`src/rtl/cfg_space_pkg.sv`:
```
package cfg_space_pkg;

  localparam int NUM_BARS    = 6;
  localparam int NUM_DW      = 64;
  localparam int DW_W        = $clog2(NUM_DW);
  localparam int BAR_IDX_W   = 3;
  localparam int BAR_DW_LO   = 4;
  localparam int ROM_DW      = 12;
  localparam int CMD_DW      = 1;
  localparam int BIST_DW     = 3;
  localparam int BIST_LANE   = 3;
  localparam int LANES       = 4;

  typedef enum logic [1:0] {
    BAR_NONE  = 2'd0,
    BAR_IO    = 2'd1,
    BAR_MEM32 = 2'd2
  } bar_kind_e;

  function automatic logic hdr_valid(input logic [7:0] hdr);
    return (hdr == 8'h00) || (hdr == 8'h80);
  endfunction

  function automatic logic off_writable(input logic [7:0] off);
    logic ok;
    case (off) inside
      8'h04, 8'h05, 8'h0C, 8'h0D, 8'h0F: ok = 1'b1;
      [8'h10:8'h27]:                     ok = 1'b1;
      [8'h30:8'h33]:                     ok = 1'b1;
      8'h3C:                             ok = 1'b1;
      default:                           ok = (off >= 8'h40);
    endcase
    return ok;
  endfunction

endpackage

```
`src/rtl/cfg_lane_rules.sv`:
```
module cfg_lane_rules
  import cfg_space_pkg::*;
(
  input  logic            wr_en,
  input  logic [DW_W-1:0] wr_dw,
  input  logic [LANES-1:0] wr_be,
  input  logic            hdr_ok,
  output logic [LANES-1:0] lane_wr,
  output logic            ro_hit
);

  logic [LANES-1:0] lane_ro;

  for (genvar l = 0; l < LANES; l++) begin : g_lane
    logic [7:0] off;
    logic       ok;
    always_comb begin
      off        = {wr_dw, 2'(l)};
      ok         = off_writable(off);
      lane_wr[l] = wr_en && wr_be[l] && hdr_ok && ok;
      lane_ro[l] = wr_en && wr_be[l] && !(hdr_ok && ok);
    end
  end

  assign ro_hit = |lane_ro;

endmodule

```
`src/rtl/cfg_bar_unit.sv`:
```
module cfg_bar_unit
  import cfg_space_pkg::*;
#(
  parameter bar_kind_e   KIND = BAR_NONE,
  parameter logic [31:0] SIZE = 32'd0,
  parameter logic [31:0] BASE = 32'd0
) (
  input  logic             clk,
  input  logic             rst_n,
  input  logic             sel,
  input  logic [LANES-1:0] lane_wr,
  input  logic [31:0]      wr_data,
  output logic [31:0]      bar_q
);

  localparam logic [31:0] ADDR_MASK =
    (KIND == BAR_IO)    ? (~(SIZE - 32'd1) & ~32'h3) :
    (KIND == BAR_MEM32) ? ~((SIZE << 12) - 32'd1)    : 32'h0;
  localparam logic [31:0] FLAGS =
    (KIND == BAR_IO)    ? 32'h1 :
    (KIND == BAR_MEM32) ? 32'h8 : 32'h0;
  localparam logic [31:0] RST_VAL = (BASE & ADDR_MASK) | FLAGS;

  logic        bar_en;
  logic [31:0] merged;
  logic [31:0] bar_d;

  always_comb begin
    bar_en = sel && (|lane_wr);
    merged = bar_q;
    for (int l = 0; l < LANES; l++) begin
      if (lane_wr[l]) merged[8*l +: 8] = wr_data[8*l +: 8];
    end
    bar_d = (merged & ADDR_MASK) | FLAGS;
  end

  always_ff @(posedge clk or negedge rst_n) begin
    if (!rst_n)      bar_q <= RST_VAL;
    else if (bar_en) bar_q <= bar_d;
  end

endmodule

```
`src/rtl/cfg_space_bars.sv`:
```
module cfg_space_bars
  import cfg_space_pkg::*;
#(
  parameter logic [31:0]             ID_WORD    = 32'h7A31_10EE,
  parameter logic [31:0]             CLASS_WORD = 32'h0C03_0002,
  parameter logic [7:0]              HDR_TYPE   = 8'h00,
  parameter logic [2*NUM_BARS-1:0]   BAR_KIND   = 12'h009,
  parameter logic [32*NUM_BARS-1:0]  BAR_SIZE   = {128'h0, 32'd4, 32'd32},
  parameter logic [32*NUM_BARS-1:0]  BAR_BASE   = {128'h0, 32'hFEB0_0000, 32'h0000_C000}
) (
  input  logic                 clk,
  input  logic                 rst_n,
  input  logic                 wr_en,
  input  logic [5:0]           wr_dw,
  input  logic [3:0]           wr_be,
  input  logic [31:0]          wr_data,
  input  logic [5:0]           rd_dw,
  output logic [31:0]          rd_data,
  output logic                 io_en,
  output logic                 mem_en,
  output logic                 bar_evt,
  output logic [2:0]           bar_evt_idx,
  output logic [31:0]          bar_evt_val,
  output logic                 rom_evt,
  output logic                 wr_err
);

  localparam logic HDR_OK = hdr_valid(HDR_TYPE);

  // reset: asynchronous assertion, two-stage synchronous release
  logic [1:0] rst_sync_q;
  logic       rst_int_n;

  always_ff @(posedge clk or negedge rst_n) begin
    if (!rst_n) rst_sync_q <= 2'b00;
    else        rst_sync_q <= {rst_sync_q[0], 1'b1};
  end
  assign rst_int_n = rst_sync_q[1];

  // per-lane write qualification
  logic [LANES-1:0] lane_wr;
  logic             ro_hit;

  cfg_lane_rules u_rules (
    .wr_en   (wr_en),
    .wr_dw   (wr_dw),
    .wr_be   (wr_be),
    .hdr_ok  (HDR_OK),
    .lane_wr (lane_wr),
    .ro_hit  (ro_hit)
  );

  // base address registers
  logic [31:0] bar_val [NUM_BARS];

  for (genvar b = 0; b < NUM_BARS; b++) begin : g_bar
    logic bar_sel;
    assign bar_sel = (wr_dw == DW_W'(BAR_DW_LO + b));
    cfg_bar_unit #(
      .KIND (bar_kind_e'(BAR_KIND[2*b +: 2])),
      .SIZE (BAR_SIZE[32*b +: 32]),
      .BASE (BAR_BASE[32*b +: 32])
    ) u_bar (
      .clk     (clk),
      .rst_n   (rst_int_n),
      .sel     (bar_sel),
      .lane_wr (lane_wr),
      .wr_data (wr_data),
      .bar_q   (bar_val[b])
    );
  end

  // plain dword storage
  logic [31:0] cfg_q [NUM_DW];

  for (genvar d = 0; d < NUM_DW; d++) begin : g_dw
    if (d >= BAR_DW_LO && d < BAR_DW_LO + NUM_BARS) begin : g_alias
      assign cfg_q[d] = bar_val[d - BAR_DW_LO];
    end else begin : g_reg
      localparam logic [31:0] RST_WORD =
        (d == 0) ? ID_WORD :
        (d == 2) ? CLASS_WORD :
        (d == 3) ? {8'h00, HDR_TYPE, 16'h0000} : 32'h0;
      logic        dw_en;
      logic [31:0] dw_d;
      logic [31:0] dw_q;

      always_comb begin
        dw_en = (wr_dw == DW_W'(d)) && (|lane_wr);
        dw_d  = dw_q;
        for (int l = 0; l < LANES; l++) begin
          if (lane_wr[l]) begin
            if (d == BIST_DW && l == BIST_LANE) dw_d[8*l +: 8] = 8'h00;
            else                                dw_d[8*l +: 8] = wr_data[8*l +: 8];
          end
        end
      end

      always_ff @(posedge clk or negedge rst_int_n) begin
        if (!rst_int_n) dw_q <= RST_WORD;
        else if (dw_en) dw_q <= dw_d;
      end

      assign cfg_q[d] = dw_q;
    end
  end

  assign rd_data = cfg_q[rd_dw];
  assign io_en   = cfg_q[CMD_DW][0];
  assign mem_en  = cfg_q[CMD_DW][1];

  // side-effect pulses
  logic       bar_hit, rom_hit;
  logic       bar_evt_d, rom_evt_d, err_d;
  logic [2:0] idx_d;
  logic       bar_evt_q, rom_evt_q, err_q;
  logic [2:0] idx_q;

  always_comb begin
    bar_hit   = (wr_dw >= DW_W'(BAR_DW_LO)) && (wr_dw < DW_W'(BAR_DW_LO + NUM_BARS));
    rom_hit   = (wr_dw == DW_W'(ROM_DW));
    bar_evt_d = bar_hit && (|lane_wr);
    rom_evt_d = rom_hit && (|lane_wr);
    err_d     = ro_hit;
    idx_d     = bar_evt_d ? 3'(wr_dw - DW_W'(BAR_DW_LO)) : idx_q;
  end

  always_ff @(posedge clk or negedge rst_int_n) begin
    if (!rst_int_n) begin
      bar_evt_q <= 1'b0;
      rom_evt_q <= 1'b0;
      err_q     <= 1'b0;
      idx_q     <= 3'd0;
    end else begin
      bar_evt_q <= bar_evt_d;
      rom_evt_q <= rom_evt_d;
      err_q     <= err_d;
      idx_q     <= idx_d;
    end
  end

  always_comb begin
    bar_evt_val = 32'h0;
    for (int b = 0; b < NUM_BARS; b++) begin
      if (idx_q == 3'(b)) bar_evt_val = bar_val[b];
    end
  end

  assign bar_evt     = bar_evt_q;
  assign rom_evt     = rom_evt_q;
  assign wr_err      = err_q;
  assign bar_evt_idx = idx_q;

endmodule

```
`config.mk`:
```
export PLATFORM = sky130hd
export DESIGN_NAME = cfg_space_bars
export DESIGN_NICKNAME = d
export VERILOG_FILES = /design/src/rtl/cfg_space_pkg.sv /design/src/rtl/cfg_lane_rules.sv /design/src/rtl/cfg_bar_unit.sv /design/src/rtl/cfg_space_bars.sv
export SDC_FILE = /design/constraint.sdc
export NUM_CORES = 2
export LEC_CHECK = 0
export BUFFER_PORTS_ARGS = -buffer_cell sky130_fd_sc_hd__buf_2
export CAP_MARGIN = 20
export CORE_ASPECT_RATIO = 0.75
export CORE_MARGIN = 3
export CORE_UTILIZATION = 25
export DETAILED_ROUTE_END_ITERATION = 16
export PLACE_DENSITY_LB_ADDON = 0.2
export SLEW_MARGIN = 20
export SYNTH_ARGS = -nofsm -noshare
export SYNTH_HDL_FRONTEND = slang
export SYNTH_HIERARCHICAL = 1
export SYNTH_SLANG_ARGS = --single-unit
```
`constraint.sdc`:
```
create_clock -name clk -period 86.3 [get_ports clk]
set_clock_uncertainty 0.05 [all_clocks]
set_input_delay 12.945 -clock clk [delete_from_list [all_inputs] [get_ports clk]]
set_output_delay 12.945 -clock clk [all_outputs]
set_load 0.01 [all_outputs]
```
# Yosys cells after proc, flatten, opt, wreduce, memory -nomap -nowiden

Index checks and enable logic that the tools add are counted.

Flip-flop bits (word level): 1901
Input bits: 51
Word-level logic and storage cells: 682

Add/subtract/negate cells: 1
Magnitude comparators: 23
Equality and inequality tests: 64
Multiplexer cells: 21
Bitwise logic cells: 1
Reduce and logical (&&, ||, !) cells: 329

Operators with widths:

| cell                                                                                 | number |
|---|---|
| 2-bit AND reduction                                                                  | 238 |
| 32-bit 2-to-1 mux                                                                    | 8 |
| 32-bit binary-select mux with 6-bit select                                           | 1 |
| 6-bit equality test (second input constant)                                          | 32 |
| 6-bit by 5-bit equality test with 1-bit output (second input constant)               | 16 |
| 1-bit logical AND                                                                    | 82 |
| 8-bit by 6-bit less-or-equal comparator with 1-bit output (second input constant)    | 8 |
| 6-bit by 4-bit equality test with 1-bit output (second input constant)               | 6 |
| 8-bit by 5-bit greater-or-equal comparator with 1-bit output (second input constant) | 4 |
| 8-bit by 6-bit greater-or-equal comparator with 1-bit output (second input constant) | 4 |
| 8-bit by 7-bit greater-or-equal comparator with 1-bit output (second input constant) | 4 |
| 6-bit by 2-bit equality test with 1-bit output (second input constant)               | 2 |
| 6-bit by 3-bit equality test with 1-bit output (second input constant)               | 2 |
| 1-bit 2-to-1 mux                                                                     | 12 |
| 4-bit OR reduction                                                                   | 2 |
| 7-bit greater-or-equal comparator (second input constant)                            | 1 |
| 6-bit inverter with 7-bit output                                                     | 1 |
| 3-bit by 2-bit equality test with 1-bit output (second input constant)               | 2 |
| 3-bit equality test (second input constant)                                          | 2 |
| 6-bit by 1-bit equality test with 1-bit output (second input constant)               | 1 |
| 6-bit by 3-bit greater-or-equal comparator with 1-bit output (second input constant) | 1 |
| 6-bit zero test                                                                      | 1 |
| 6-bit by 4-bit less-than comparator with 1-bit output (second input constant)        | 1 |
| 1-bit zero test                                                                      | 4 |
| other kinds (4)                                                                      | 4 |

# Logic depth before layout (Yosys ltp)

Word-level depth: 9
Depth in mapped cells: 13
Gate-level depth less buffers: 9

# Cells and area by module

Netlist, hierarchy kept.

By module, submodules not included:

| module                             | times used | cells each | area an instance (µm²) |
|---|---|---|---|
| cfg_space_bars                     | 1          | 5757       | 87940.6 |
| cfg_bar_unit at g_bar[0].u_bar     | 1          | 65         | 1049.8 |
| cfg_bar_unit at g_bar[2].u_bar ... | 4          | 33         | 244.0 |
| cfg_bar_unit at g_bar[1].u_bar     | 1          | 55         | 794.5 |
| cfg_lane_rules                     | 1          | 34         | 209.0 |

# Worst setup path after synthesis

No wires, ideal clock.

Path type: input -> output
From: input port rd_dw[0]
To: output port rd_data[18]
Data arrival time: 14.724 ns
Data required time: 73.305 ns
Path slack: 58.581 ns
Stages: 9
Cell sequence: buf_2 > buf_4 > buf_4 > buf_4 > or2_2 > o221ai_1 > nor2_1 > a21oi_1 > a2111oi_0

Word-level cells in the longest chain between the ends: 4

Ends and longest elaborated chain:

| element                                                | RTL line              | RTL |
|---|---|---|
| start, declared                                        | cfg_space_bars.sv:17  | `input logic [5:0] rd_dw,` |
| 6-bit inverter with 7-bit output (implied by the code) | cfg_space_bars.sv:108 | `assign rd_data = cfg_q[rd_dw];` |
| 32-bit binary-select mux with 6-bit select             | cfg_space_bars.sv:108 |  |
| 32-bit 2-to-1 mux (implied by the code) (2 in series)  | cfg_space_bars.sv:108 |  |
| end, declared                                          | cfg_space_bars.sv:18  | `output logic [31:0] rd_data,` |

No other way between the ends. The select of a mux whose other input is x is not followed.

# Worst setup path in the final report

From: input port rd_dw[0]
To: output port rd_data[11]

Same word-level chain as after synthesis.

==> summary.txt <==
Outcome
  – Outcome: finished clean

STA
  – FMAX: 32.5 MHz
  – Final setup violation count: 0
  – Max-slew violations: 0
  – Hold_ws: 0.304 ns
  – Minimum clock period: 30.77 ns
  – Setup TNS Final: 0 ns
  – Final period utilization: 35.7%
  – Relative slew slack: 19.0%
  – Final hold violation count: 0
  – Unrepaired setup endpoints after global routing: false
  – Worst Max-Slew Pin Slew: 1.21 ns

Floorplan
  – Die Ht: 528 um
  – # rows: 191
  – Core area: 362000 sq um
  – I/O Pins: 123
  – Die area: 371000 sq um
  – Die Wd: 702 um
  – Initial core utilization: 25.2%

Placement
  – Routability congestion estimate: 0.802
  – IO buf count: 119
  – Final HPWL from detailed placement: 209000 um

Setup path
  – Critical path required time: 73.31 ns
  – Crit. End Element: primary output
  – Crit path arrival time: 17.78 ns
  – WP buf/inv: 5
  – Cell family with the largest share of critical-path delay: buffers and inverters
  – Critical path class: input pin to primary output
  – Worst-path cell chain: buf_8 > buf_4 > buf_4 > buf_4 > mux4_2 > o22ai_1 > nor2_1 > nor3_1 > a311oi_4 > buf_2
  – Type of origin of the critical path: input pin
  – CP max FO: 38
  – Slowest CP cell: buf_4
  – Crit path top cell by count: buf_4
  – CP max stage delay: 0.76 ns

Finish
  – Share of layout cells above drive strength 1: 48.0%
  – Nets: 6128
  – Area grow syn2layout: 13.8%

Clocking
  – Root buffer cell: clkbuf_16
  – CTS tree: yes
  – CTS Buf Count: 209
  – Cts-stage hold buffer count: 0
  – Reg clk slew, reported paths: 0.06 ns
  – H-tree depth: 4
  – Setup repair bufs after CTS: 0
  – Clock buffer depth: 4
  – # clock sinks: 1901
  – Worst skew pair latency: 0.85 ns
  – Resize count post-CTS: 0

Drt
  – Drt first pass iters: 5
  – Drt total wl: 319000 um
  – DR WL/cell: 28.8 um
  – Vias/cell: 4.88
  – DRT iter0 DRCs: 3821
  – Via Count: 53987
  – Antenna viol nets, final: 0
  – DRC violations left: 0

GRT
  – Largest net degree at the start of global routing: 160
  – Antenna violations before repair: 31
  – GR Util All Layers: 17.0%
  – Grt ovf: 0
  – Vias in the first global route: 56417
  – First-pass GRT wire length: 453000 um

Flow run
  – MaxCap Viol Count: 0

Synth
  – Warnings, synthesis: 6
  – Mean area per synthesized cell: 15.1 sq um
  – Synth Instances: 6039
  – Synth Cell Area: 91000 sq um

Min path
  – Worst min path class: register to register

Power
  – Max VDD drop: 0.0144 mV
  – P_leak: 49.7 nW
  – Pwr/cell area: 19.6 nW/um^2
[stage by stage]
stage | area (sq um) | total power [mW] | instances | utilization (%) | setup slack [ns]
2_1_floorplan | 91500 | 1.06 | 6183 | - | 29.39
3_3_place_gp | 96500 | 1.13 | 10687 | 26.7 | 54.84
3_5_place_dp | 96600 | 1.14 | 10690 | 26.7 | 55.34
4_1_cts | 103000 | 2.06 | 11057 | 28.6 | 55.35
5_1_grt | 103000 | 2.11 | 11060 | 28.6 | 55.14
6_report | 104000 | 2.03 | 11065 | 28.6 | 55.53
[registers in the layout, summed over array words and instances (netlist names)]
| name | flops |
|---|---|
| g_bar.u_bar/bar_q | 45 |
| g_dw.g_reg.dw_q | 1848 |
| rom_evt | 1 |
| wr_err | 1 |
| rst_sync_q | 2 |
| bar_evt | 1 |
| bar_evt_idx | 3 |
[worst register-to-register path, stage by stage, from the launching register on]
cell     delay [ns]
dfrtp_4        0.83
buf_4          0.85
buf_4          0.93
buf_12         0.74
buf_12         0.85
buf_4          1.04
[metal layers]
| metal | vias up | global-route usage, % | share of wire [%] |
|---|---|---|---|
| met3 | 402 | 2.81 | 4.8 |
| met1 | 29956 | 25.1 | 49 |
| li1 | 22435 | - | - |
| met4 | 10 | 4.47 | 2.9 |
| met5 | - | 0 | 0.015 |
| met2 | 1184 | 25.5 | 44 |
[layout by cell type (no fill, tap or decap), drive strengths merged, types with 3 or more instances in the layout]
cell / n
o221a: 6
nand3b: 3
o221ai: 53
inv: 24
mux2i: 101
mux4: 477
and2: 5
mux2: 1987
bufinv: 11
dfrtp: 1869
clkbuf: 315
a221oi: 36
buf: 272
conb: 153
nor2b: 17
nand2: 320
nor3: 42
nand2b: 13
a311oi: 18
a211o: 6
o22ai: 51
a211oi: 37
dfstp: 32
o21ai: 24
or2: 6
a21oi: 67
clkinv: 32
nor2: 148
diode: 7
a22oi: 37
clkinvlp: 3
nand3: 11
a22o: 36
a2111oi: 6
[power by group]
part | switching [mW] | total (mW) | internal [mW]
sequential | 0.0135 | 0.926 | 0.912
clock | 0.386 | 0.916 | 0.530
combinational | 0.130 | 0.192 | 0.0620
total | 0.530 | 2.03 | 1.50
[final timing paths]
kind,start,endpoint,slack [ns],cells after the start
worst max-delay path,rd_dw[0],rd_data[11],55.53,10
worst min-delay path,rst_sync_q[0],rst_sync_q[1],0.30,0
worst max register to register,rst_sync_q[1],g_dw[11].g_reg.dw_q[30],80.97,5
worst min register to register,rst_sync_q[0],rst_sync_q[1],0.30,0
max in group asynchronous,rst_n,rst_sync_q[1],74.27,1
min in group asynchronous,rst_sync_q[1],g_dw[26].g_reg.dw_q[27],0.31,0
[area by class of cell]
cell class	count	area (sq um)
Fill cell	36175	258000
Sequential cell	1901	47600
Multi-Input combinational cell	3675	41100
Clock buffer	315	6240
Tap cell	4825	6040
Timing Repair Buffer	272	1850
Clock inverter	52	603
Inverter	18	67.6
Antenna cell	7	17.5
No activity file was read; power rests on OpenSTA's default activity.
